**src/rtl/lkm_pkg.sv**
```systemverilog
`timescale 1ns/1ps
// Shared types for the clock-loss lock monitor.
package lkm_pkg;

    // Monitor state: searching for a steady reference, locked, or latched loss.
    typedef enum logic [1:0] {
        LKM_ACQUIRE = 2'd0,
        LKM_LOCKED  = 2'd1,
        LKM_LOST    = 2'd2
    } lkm_state_e;

endpackage

```
**src/rtl/lkm_rst_sync.sv**
```systemverilog
`timescale 1ns/1ps
// Reset synchronizer.
// Clears its output the moment rst_n_i falls. The output returns high
// only after STAGES rising edges of clk_i.
// Assumes STAGES >= 2.
module lkm_rst_sync #(
    parameter int STAGES = 2
) (
    input  logic clk_i,
    input  logic rst_n_i,
    output logic rst_n_o
);

    logic [STAGES-1:0] chain_q;

    // Shift ones into the chain once reset has lifted.
    always_ff @(posedge clk_i or negedge rst_n_i) begin
        if (!rst_n_i) begin
            chain_q <= '0;
        end else begin
            chain_q <= {chain_q[STAGES-2:0], 1'b1};
        end
    end

    assign rst_n_o = chain_q[STAGES-1];

endmodule

```
**src/rtl/lkm_edge_det.sv**
```systemverilog
`timescale 1ns/1ps
// Reference edge detector.
// Brings the asynchronous reference through a STAGES-flop synchronizer and
// flags each rising edge with a one-cycle pulse in the clk_i domain.
// Assumes the reference stays high and low for more than one clk_i period each.
module lkm_edge_det #(
    parameter int STAGES = 2
) (
    input  logic clk_i,
    input  logic rst_n_i,
    input  logic ref_i,
    output logic edge_o
);

    logic [STAGES:0] shift_q;

    // Synchronizer stages plus one history flop for edge detection.
    always_ff @(posedge clk_i or negedge rst_n_i) begin
        if (!rst_n_i) begin
            shift_q <= '0;
        end else begin
            shift_q <= {shift_q[STAGES-1:0], ref_i};
        end
    end

    assign edge_o = shift_q[STAGES-1] & ~shift_q[STAGES];

endmodule

```
**src/rtl/lkm_gap_timer.sv**
```systemverilog
`timescale 1ns/1ps
// Edge gap timer.
// Counts clk_i cycles since the last edge pulse and saturates at MAX_GAP+1.
// overdue_o is high while MAX_GAP+1 or more cycles have passed without an edge.
// Assumes MAX_GAP >= 1.
module lkm_gap_timer #(
    parameter int MAX_GAP = 12
) (
    input  logic clk_i,
    input  logic rst_n_i,
    input  logic edge_i,
    output logic overdue_o
);

    localparam int CW = $clog2(MAX_GAP + 2);
    localparam logic [CW-1:0] LIMIT = CW'(MAX_GAP + 1);

    logic [CW-1:0] gap_q;

    // Restart at one on an edge, otherwise count up to the saturation limit.
    always_ff @(posedge clk_i or negedge rst_n_i) begin
        if (!rst_n_i) begin
            gap_q <= '0;
        end else if (edge_i) begin
            gap_q <= CW'(1);
        end else if (gap_q != LIMIT) begin
            gap_q <= gap_q + CW'(1);
        end
    end

    assign overdue_o = (gap_q == LIMIT);

endmodule

```
**src/rtl/lkm_lock_fsm.sv**
```systemverilog
`timescale 1ns/1ps
// Lock decision state machine.
// Counts consecutive on-time edges while acquiring and enters LOCKED after
// SETTLE_EDGES of them. Moves to a sticky LOST state when an edge is overdue.
// Leaves LOST only through reset.
// Assumes SETTLE_EDGES >= 1.
module lkm_lock_fsm
    import lkm_pkg::*;
#(
    parameter int SETTLE_EDGES = 8
) (
    input  logic clk_i,
    input  logic rst_n_i,
    input  logic edge_i,
    input  logic overdue_i,
    output logic locked_o
);

    localparam int RW = $clog2(SETTLE_EDGES + 1);
    localparam logic [RW-1:0] RUN_DONE = RW'(SETTLE_EDGES);

    lkm_state_e    state_q, state_d;
    logic [RW-1:0] run_q, run_d;
    logic [RW-1:0] run_next;
    logic          lock_q;

    // Length of the run if the current edge is counted.
    assign run_next = overdue_i ? RW'(1) : run_q + RW'(1);

    // Next state and next run length.
    always_comb begin
        state_d = state_q;
        run_d   = run_q;
        unique case (state_q)
            LKM_ACQUIRE: begin
                if (edge_i) begin
                    run_d = run_next;
                    if (run_next >= RUN_DONE) begin
                        state_d = LKM_LOCKED;
                    end
                end else if (overdue_i) begin
                    run_d = '0;
                end
            end
            LKM_LOCKED: begin
                if (overdue_i) begin
                    state_d = LKM_LOST;
                end
            end
            LKM_LOST: begin
                state_d = LKM_LOST;
            end
            default: begin
                state_d = LKM_ACQUIRE;
                run_d   = '0;
            end
        endcase
    end

    // State, run counter and registered lock flag.
    always_ff @(posedge clk_i or negedge rst_n_i) begin
        if (!rst_n_i) begin
            state_q <= LKM_ACQUIRE;
            run_q   <= '0;
            lock_q  <= 1'b0;
        end else begin
            state_q <= state_d;
            run_q   <= run_d;
            lock_q  <= (state_d == LKM_LOCKED);
        end
    end

    assign locked_o = lock_q;

endmodule

```
**src/rtl/clk_lock_monitor.sv**
```systemverilog
`timescale 1ns/1ps
// Clock-loss lock monitor, top level.
// Watches ref_clk_i from clk_i and raises locked_o after SETTLE_EDGES
// consecutive reference rising edges, each spaced at most MAX_GAP cycles apart.
// Loss of lock is sticky until reset.
// Assumes clk_i runs at least a few times faster than ref_clk_i.
module clk_lock_monitor #(
    parameter int SETTLE_EDGES = 8,
    parameter int MAX_GAP      = 12,
    parameter int SYNC_STAGES  = 2
) (
    input  logic clk_i,
    input  logic rst_n_i,
    input  logic ref_clk_i,
    output logic locked_o
);

    logic rst_sync_n;
    logic ref_edge;
    logic gap_over;

    lkm_rst_sync #(.STAGES(SYNC_STAGES)) u_rst_sync (
        .clk_i   (clk_i),
        .rst_n_i (rst_n_i),
        .rst_n_o (rst_sync_n)
    );

    lkm_edge_det #(.STAGES(SYNC_STAGES)) u_edge_det (
        .clk_i   (clk_i),
        .rst_n_i (rst_sync_n),
        .ref_i   (ref_clk_i),
        .edge_o  (ref_edge)
    );

    lkm_gap_timer #(.MAX_GAP(MAX_GAP)) u_gap_timer (
        .clk_i     (clk_i),
        .rst_n_i   (rst_sync_n),
        .edge_i    (ref_edge),
        .overdue_o (gap_over)
    );

    lkm_lock_fsm #(.SETTLE_EDGES(SETTLE_EDGES)) u_lock_fsm (
        .clk_i     (clk_i),
        .rst_n_i   (rst_sync_n),
        .edge_i    (ref_edge),
        .overdue_i (gap_over),
        .locked_o  (locked_o)
    );

endmodule

```
**config.mk**
```make
export PLATFORM = sky130hd
export DESIGN_NAME = clk_lock_monitor
export DESIGN_NICKNAME = d
export VERILOG_FILES = /design/src/rtl/lkm_pkg.sv /design/src/rtl/lkm_rst_sync.sv /design/src/rtl/lkm_edge_det.sv /design/src/rtl/lkm_gap_timer.sv /design/src/rtl/lkm_lock_fsm.sv /design/src/rtl/clk_lock_monitor.sv
export SDC_FILE = /design/constraint.sdc
export NUM_CORES = 1
export LEC_CHECK = 0
export ABC_AREA = 1
export BUFFER_PORTS_ARGS = -buffer_cell sky130_fd_sc_hd__buf_2
export CORE_MARGIN = 5
export CORE_UTILIZATION = 52
export DETAILED_ROUTE_END_ITERATION = 10
export PLACE_DENSITY = 0.82
export RECOVER_POWER = 50
export SYNTH_ARGS = -nofsm -noshare
export SYNTH_HDL_FRONTEND = slang
export SYNTH_HIERARCHICAL = 1
export SYNTH_SLANG_ARGS = --single-unit
```
**constraint.sdc**
```tcl
create_clock -name clk_i -period 0.8 [get_ports clk_i]
set_input_delay 0.2 -clock clk_i [delete_from_list [all_inputs] [get_ports clk_i]]
set_output_delay 0.2 -clock clk_i [all_outputs]
set_load 0.05 [all_outputs]
```
# Word level (Yosys, flattened, before mapping)
# Cells that the tools add are included.
[word_totals]
in_bits = 3
regBits = 16
[op_classes]
n_lt_le_gt_ge = 1
reduce_logical = 4
addsub = 2
muxes = 10
eq_ne = 6
bitwise_logic = 3
[op_table]
columns = ["operator", "n"]
rows = [
  ["two-way mux 4 bit", 5],
  ["adder 4 x 1 -> 4 bit, second input constant", 2],
  ["case mux 4 bit (2 select lines)", 1],
  ["two-way mux 2 bit", 3],
  ["case mux 2 bit (3 select lines)", 1],
  ["== test 2 x 1 -> 1 bit, second input constant", 2],
  ["== test 4 bit, second input constant", 1],
  ["greater-or-equal comparator 4 bit, second input constant", 1],
  ["!= test 4 bit, second input constant", 1],
  ["!= test 3 x 2 -> 1 bit, second input constant", 1],
  ["== test 2 bit, second input constant", 1],
  ["logical NOT 2 bit", 1],
  ["inverter 1 bit", 2],
  ["AND reduction 2 bit", 1],
  ["nonzero test 2 bit", 1],
  ["OR reduction 2 bit", 1],
  ["AND 1 bit", 1],
]

# Longest topological paths before layout
[logic_depth]
depth_word = 7
mapped_depth = 11
mapped_depth_nobuf = 11

# Modules after synthesis
# Netlist, hierarchy kept.
[modules_own_cells]
columns = ["module", "instances", "cells_each", "area_per_inst_um2", "seq_area_each_um2"]
rows = [
  ["lkm_lock_fsm", 1, 59, 473.0, 175.2],
  ["lkm_gap_timer", 1, 30, 232.7, 100.1],
  ["lkm_edge_det", 1, 5, 85.1, 75.1],
  ["lkm_rst_sync", 1, 3, 53.8, 50.0],
]

# Least setup slack after synthesis
# Ideal clock, no wire load.
[synth_path]
path_kind = "reg-to-reg"
startpoint = "register u_gap_timer.gap_q[0]"
endpoint = "register u_lock_fsm.lock_q (netlist: u_lock_fsm/locked_o)"
arrival_time_ns = 1.286
t_required_ns = 0.731
path_stages_with_launch = 11
slack_ns = -0.555
n_path_buf = 0
setup_ns = 0.069
path_cell_list = "dfrtp_1 -> ha_1 -> nand3_2 -> inv_2 -> inv_2 -> nand2_2 -> nor2_4 -> nand3_2 -> nand2_2 -> nand2_2 -> nor2_2"
[synth_between]
elab_chain_cells = 7
elab_cells_between_ends = 8
classes_between = "order compare: 1; eq/ne: 2; mux: 5"
[synth_lines]
columns = ["element", "line_no", "rtl"]
rows = [
  ["from (decl)", "lkm_gap_timer.sv:18", "logic [CW-1:0] gap_q;"],
  ["from (signal assigned)", "lkm_gap_timer.sv:27", "gap_q <= gap_q + CW'(1);"],
  ["== test 4 bit *", "lkm_gap_timer.sv:31", "assign overdue_o = (gap_q == LIMIT);"],
  ["net gap_over", "clk_lock_monitor.sv:20", "logic gap_over;"],
  ["two-way mux 4 bit", "lkm_lock_fsm.sv:28", "assign run_next = overdue_i ? RW'(1) : run_q + RW'(1);"],
  ["greater-or-equal comparator 4 bit", "lkm_lock_fsm.sv:38", "if (run_next >= RUN_DONE) begin"],
  ["two-way mux 2 bit", "lkm_lock_fsm.sv:38", ""],
  ["two-way mux 2 bit", "lkm_lock_fsm.sv:36", "if (edge_i) begin"],
  ["case mux 2 bit (3 select lines) *", "lkm_lock_fsm.sv:34", "unique case (state_q)"],
  ["== test 2 x 1 -> 1 bit *", "lkm_lock_fsm.sv:69", "lock_q <= (state_d == LKM_LOCKED);"],
  ["to (signal assigned)", "lkm_lock_fsm.sv:69", ""],
  ["to (decl)", "lkm_lock_fsm.sv:25", "logic lock_q;"],
]
# Mark *: on every way through the listed nets, which the timed path passes. The rest lies on a longest branch.
# A chain may end at the register's enable or synchronous reset.

# Final worst setup path
[layout_path]
startpoint = "register u_gap_timer.gap_q[1]"
endpoint = "register u_lock_fsm.run_q[3]"
[layout_between]
elab_chain_cells = 4
elab_cells_between_ends = 6
classes_between = "eq/ne: 2; mux: 3; reduce/logical: 1"
[layout_lines]
columns = ["element", "line_no", "rtl"]
rows = [
  ["== test 4 bit *", "lkm_gap_timer.sv:31", ""],
  ["net gap_over", "clk_lock_monitor.sv:20", ""],
  ["two-way mux 4 bit", "lkm_lock_fsm.sv:28", ""],
  ["two-way mux 4 bit", "lkm_lock_fsm.sv:36", ""],
  ["case mux 4 bit (2 select lines)", "lkm_lock_fsm.sv:34", ""],
  ["to (signal assigned)", "lkm_lock_fsm.sv:68", "run_q <= run_d;"],
  ["to (decl)", "lkm_lock_fsm.sv:23", "logic [RW-1:0] run_q, run_d;"],
]
# Marked as above.

==> flow_summary_export.csv <==
group,metric,value,unit
cells_and_area,syn2layout_area_growth,35.70,%
cells_and_area,mostFrequentLayoutCells,"buf_4 (18), dfrtp_1 (16), nand2_1 (16)",
cells_and_area,fin_area,1146,sq um
timing,final-hold-violation-count,0,
yosys,synth_seq_cells,16,
setup_path,end_kind,"register",
route,drt-pass1-iter-count,4,
power,p_sw,1.352,mW
timing,setup-tns-final,-5.584,ns
power,finalPower,3.417,mW
floorplan,core_area,1524,sq um
job,cap_violations,0,
outcome,status,"finished, violations left",
grt,grtUsageMet2,24.90,%
cts,clockBufferDepth,2,
power,netSwitchingFraction,39.55,%
cells_and_area,fin_util,75.21,%
hold_path,hold_end,"u_edge_det/shift_q[0]",
grt,grt_start_max_net_pins,10,
floorplan,die_h,50.30,um
yosys,syn_nets,107,
yosys,synth_area_leaders,"dfrtp_1 (47%), ha_1 (10%), nand2_1 (8.9%), inv_1 (8.0%), nand3_1 (4.1%)",
cts,clock-sinks,16,
route,avgViaCountPerCell,5.333,
floorplan,die_x,50.30,um
power,internal-power,2.066,mW
timing,timing.final.crit_share,172.8,%
route,ant_nets,0,
cells_and_area,drive_above_1_share,40.80,%
cts,htreeDepth,1,
floorplan,die-area,2530,sq um
timing,fmax,723.5,MHz
power,pwr-share-clk,16.2,%
yosys,ys.warnings.count,6,
yosys,syn_area,844.6,sq um
timing,finalSetupViolCount,12,
cells_and_area,final_common_cell,"buf_4",
floorplan,rows,14,
setup_path,crit_fanout,8,
place,dpl_cell_area,1017,sq um
power,power.static_leakage,0.5817,nW
timing,rsz0062_at_grt,"yes",
grt,grt_pass1_wl,2967,um
route,drc,0,
route,wl_per_cell,13.81,um
yosys,syn_area_per_cell,8.707,sq um
setup_path,worstSetupPathType,"register to register",
cells_and_area,fin_nets,136,
cts,clk_pin_slew,0.10,ns
power,power_frac_comb,48.8,%
setup_path,reg2reg_to,"u_lock_fsm/run_q[3]",
setup_path,worst_ep_arrival_time,1.61,ns
grt,grt_overflow,0,
setup_path,crit_required,1.03,ns
hold_path,min_path_type,"input pin to register",
timing,final.setup_skew,0.005543,ns
power,seqPwrFrac,35.0,%
power,cellPowerDensity,2982,nW/um^2
floorplan,pin_count,4,
cts,cts_tree,"done",
cts,worst_skew_pair.late_latency,0.30,ns
hold_path,min_from,"ref_clk_i",
yosys,yosysTopAreaCellShare,47.41,%
route,wl,1947,um
yosys,syn_inst,97,
timing,setup_ws,-0.5821,ns
cells_and_area,nFillCells,91,
timing,drv_slew,0,
grt,antenna_found_initial,0,
place,port-buffer-count,3,
yosys,yosysUniqueCellTypes,18,
outcome,violations,"setup timing",
timing,fin_crit,1.382,ns
place,dp_slack,-0.5185,ns
grt,grt_pass1_vias,693,
yosys,ys_seq_area_share,47.41,%
yosys,synth_area_leader_cell,"dfrtp_1",
route,drtIter0Drc,28,
cells_and_area,n_antenna_cell,0,
setup_path,timing.rr.start,"u_gap_timer/gap_q[1]",
grt,grtUsageMet3,3.550,%
place,dp_hpwl,1203,um
setup_path,r2r_slack,-0.58,ns
cts,cts-root-buf,"clkbuf_4",
grt,track_usage,15.44,%
place,place_congestion,0.7822,
grt,busiest_layer,"met2",
floorplan,initial_core_util,55.42,%
route,num_vias,752,
grt,grtUsageMet1,19.14,%
cts,cts_buffers,3,
cells_and_area,multiInputGateArea,427.9,sq um
setup_path,cp-start-kind,"register",
cells_and_area,seqCellArea,400.4,sq um
power,ir_worst_vdd,1.828,mV
setup_path,reg2reg_depth,8,
hold_path,hold_depth,1,
[kinds of logic after synthesis]
kind of cell | Yosys count | share of synthesized area (%)
adders and majority gates | 7 | 10.37
xor gates and xnor gates | 1 | 1.037
DFF | 16 | 47.41
and+or+nand+nor | 42 | 23.85
other | 1 | 0.4440
buffers and inverters | 21 | 9.333
AOI/OAI and AO/OA | 9 | 7.555
[synthesized netlist by cell type]
library cell / n
nand3_2: 2
dfrtp_1: 16
nand4_1: 1
nor2_4: 1
nand2_1: 20
o21ai_0: 2
xor2_1: 1
o21bai_1: 1
conb_1: 1
ha_1: 7
nor2_2: 2
nor2_1: 6
a31oi_4: 1
nand3_1: 7
a21oi_1: 5
inv_1: 18
nand2_2: 3
inv_2: 3
[worst max-delay path: stages, from the launching register on]
cell	delay [ns]
dfrtp_1	0.40
inv_2	0.07
ha_4	0.14
nand3_4	0.09
inv_4	0.09
inv_8	0.05
a31oi_4	0.27
nor2_1	0.09
a21oi_1	0.13
[flip-flops by register name (all words and copies together), names as in the netlist]
name / flops
u_lock_fsm/run_q: 4
u_lock_fsm/locked_o: 1
u_lock_fsm/state_q: 2
u_rst_sync/chain_q: 2
u_gap_timer/gap_q: 4
u_edge_det/shift_q: 3
[routing by layer]
layer | up-vias | routed length (um)
met5 | - | 0
met4 | 0 | 68
met3 | 9 | 103
met2 | 29 | 955
met1 | 364 | 820
li1 | 350 | -
[metrics by stage]
stage | cells | hold slack [ns]
after detailed placement | 133 | -0.01379
after global placement | 133 | -0.01431
final | 141 | 0.005516
after global routing | 141 | -0.0008530
after CTS | 139 | 0.0008385
after floorplan | 97 | -0.09559
[worst max path at each step]
stage / startpoint / slack [ns] / end / cells after the start
after floorplan: u_gap_timer/gap_q[0] / -0.49 / u_lock_fsm/locked_o / 10
after global placement: u_gap_timer/gap_q[1] / -0.47 / u_lock_fsm/run_q[3] / 8
after detailed placement: u_gap_timer/gap_q[1] / -0.52 / u_lock_fsm/run_q[2] / 8
after CTS: u_gap_timer/gap_q[1] / -0.52 / u_lock_fsm/run_q[2] / 8
after global routing: u_gap_timer/gap_q[1] / -0.69 / u_lock_fsm/run_q[3] / 8
final: u_gap_timer/gap_q[1] / -0.58 / u_lock_fsm/run_q[3] / 8
[area by class of cell]
cell class	count	share of cell area (%)
Multi-Input combinational cell	60	37.34
Clock buffer	4	3.166
Tap cell	16	1.747
Timing Repair Buffer	24	15.07
Inverter	21	7.751
Sequential cell	16	34.93
[what timing repair did]
action / in CTS / in global routing
gates resized for setup: 8 / 14
endpoints found under the hold margin: 2 / 0
pin swaps: 5 / 9
setup endpoints to repair: 12 / 12
hold buffers: 1 / 0
buffers inserted: 2 / 3
[power groups by stage]
stage          combinational (mW)  sequential [mW]  clock [mW]
6_report                     1.67             1.20       0.552
5_1_grt                      1.87             1.23       0.617
4_1_cts                      1.42             1.17       0.573
3_5_place_dp                 1.36             1.19           0
3_3_place_gp                 1.31             1.17           0
2_1_floorplan               0.798             1.21           0
Power figures use the tool's default switching activity.
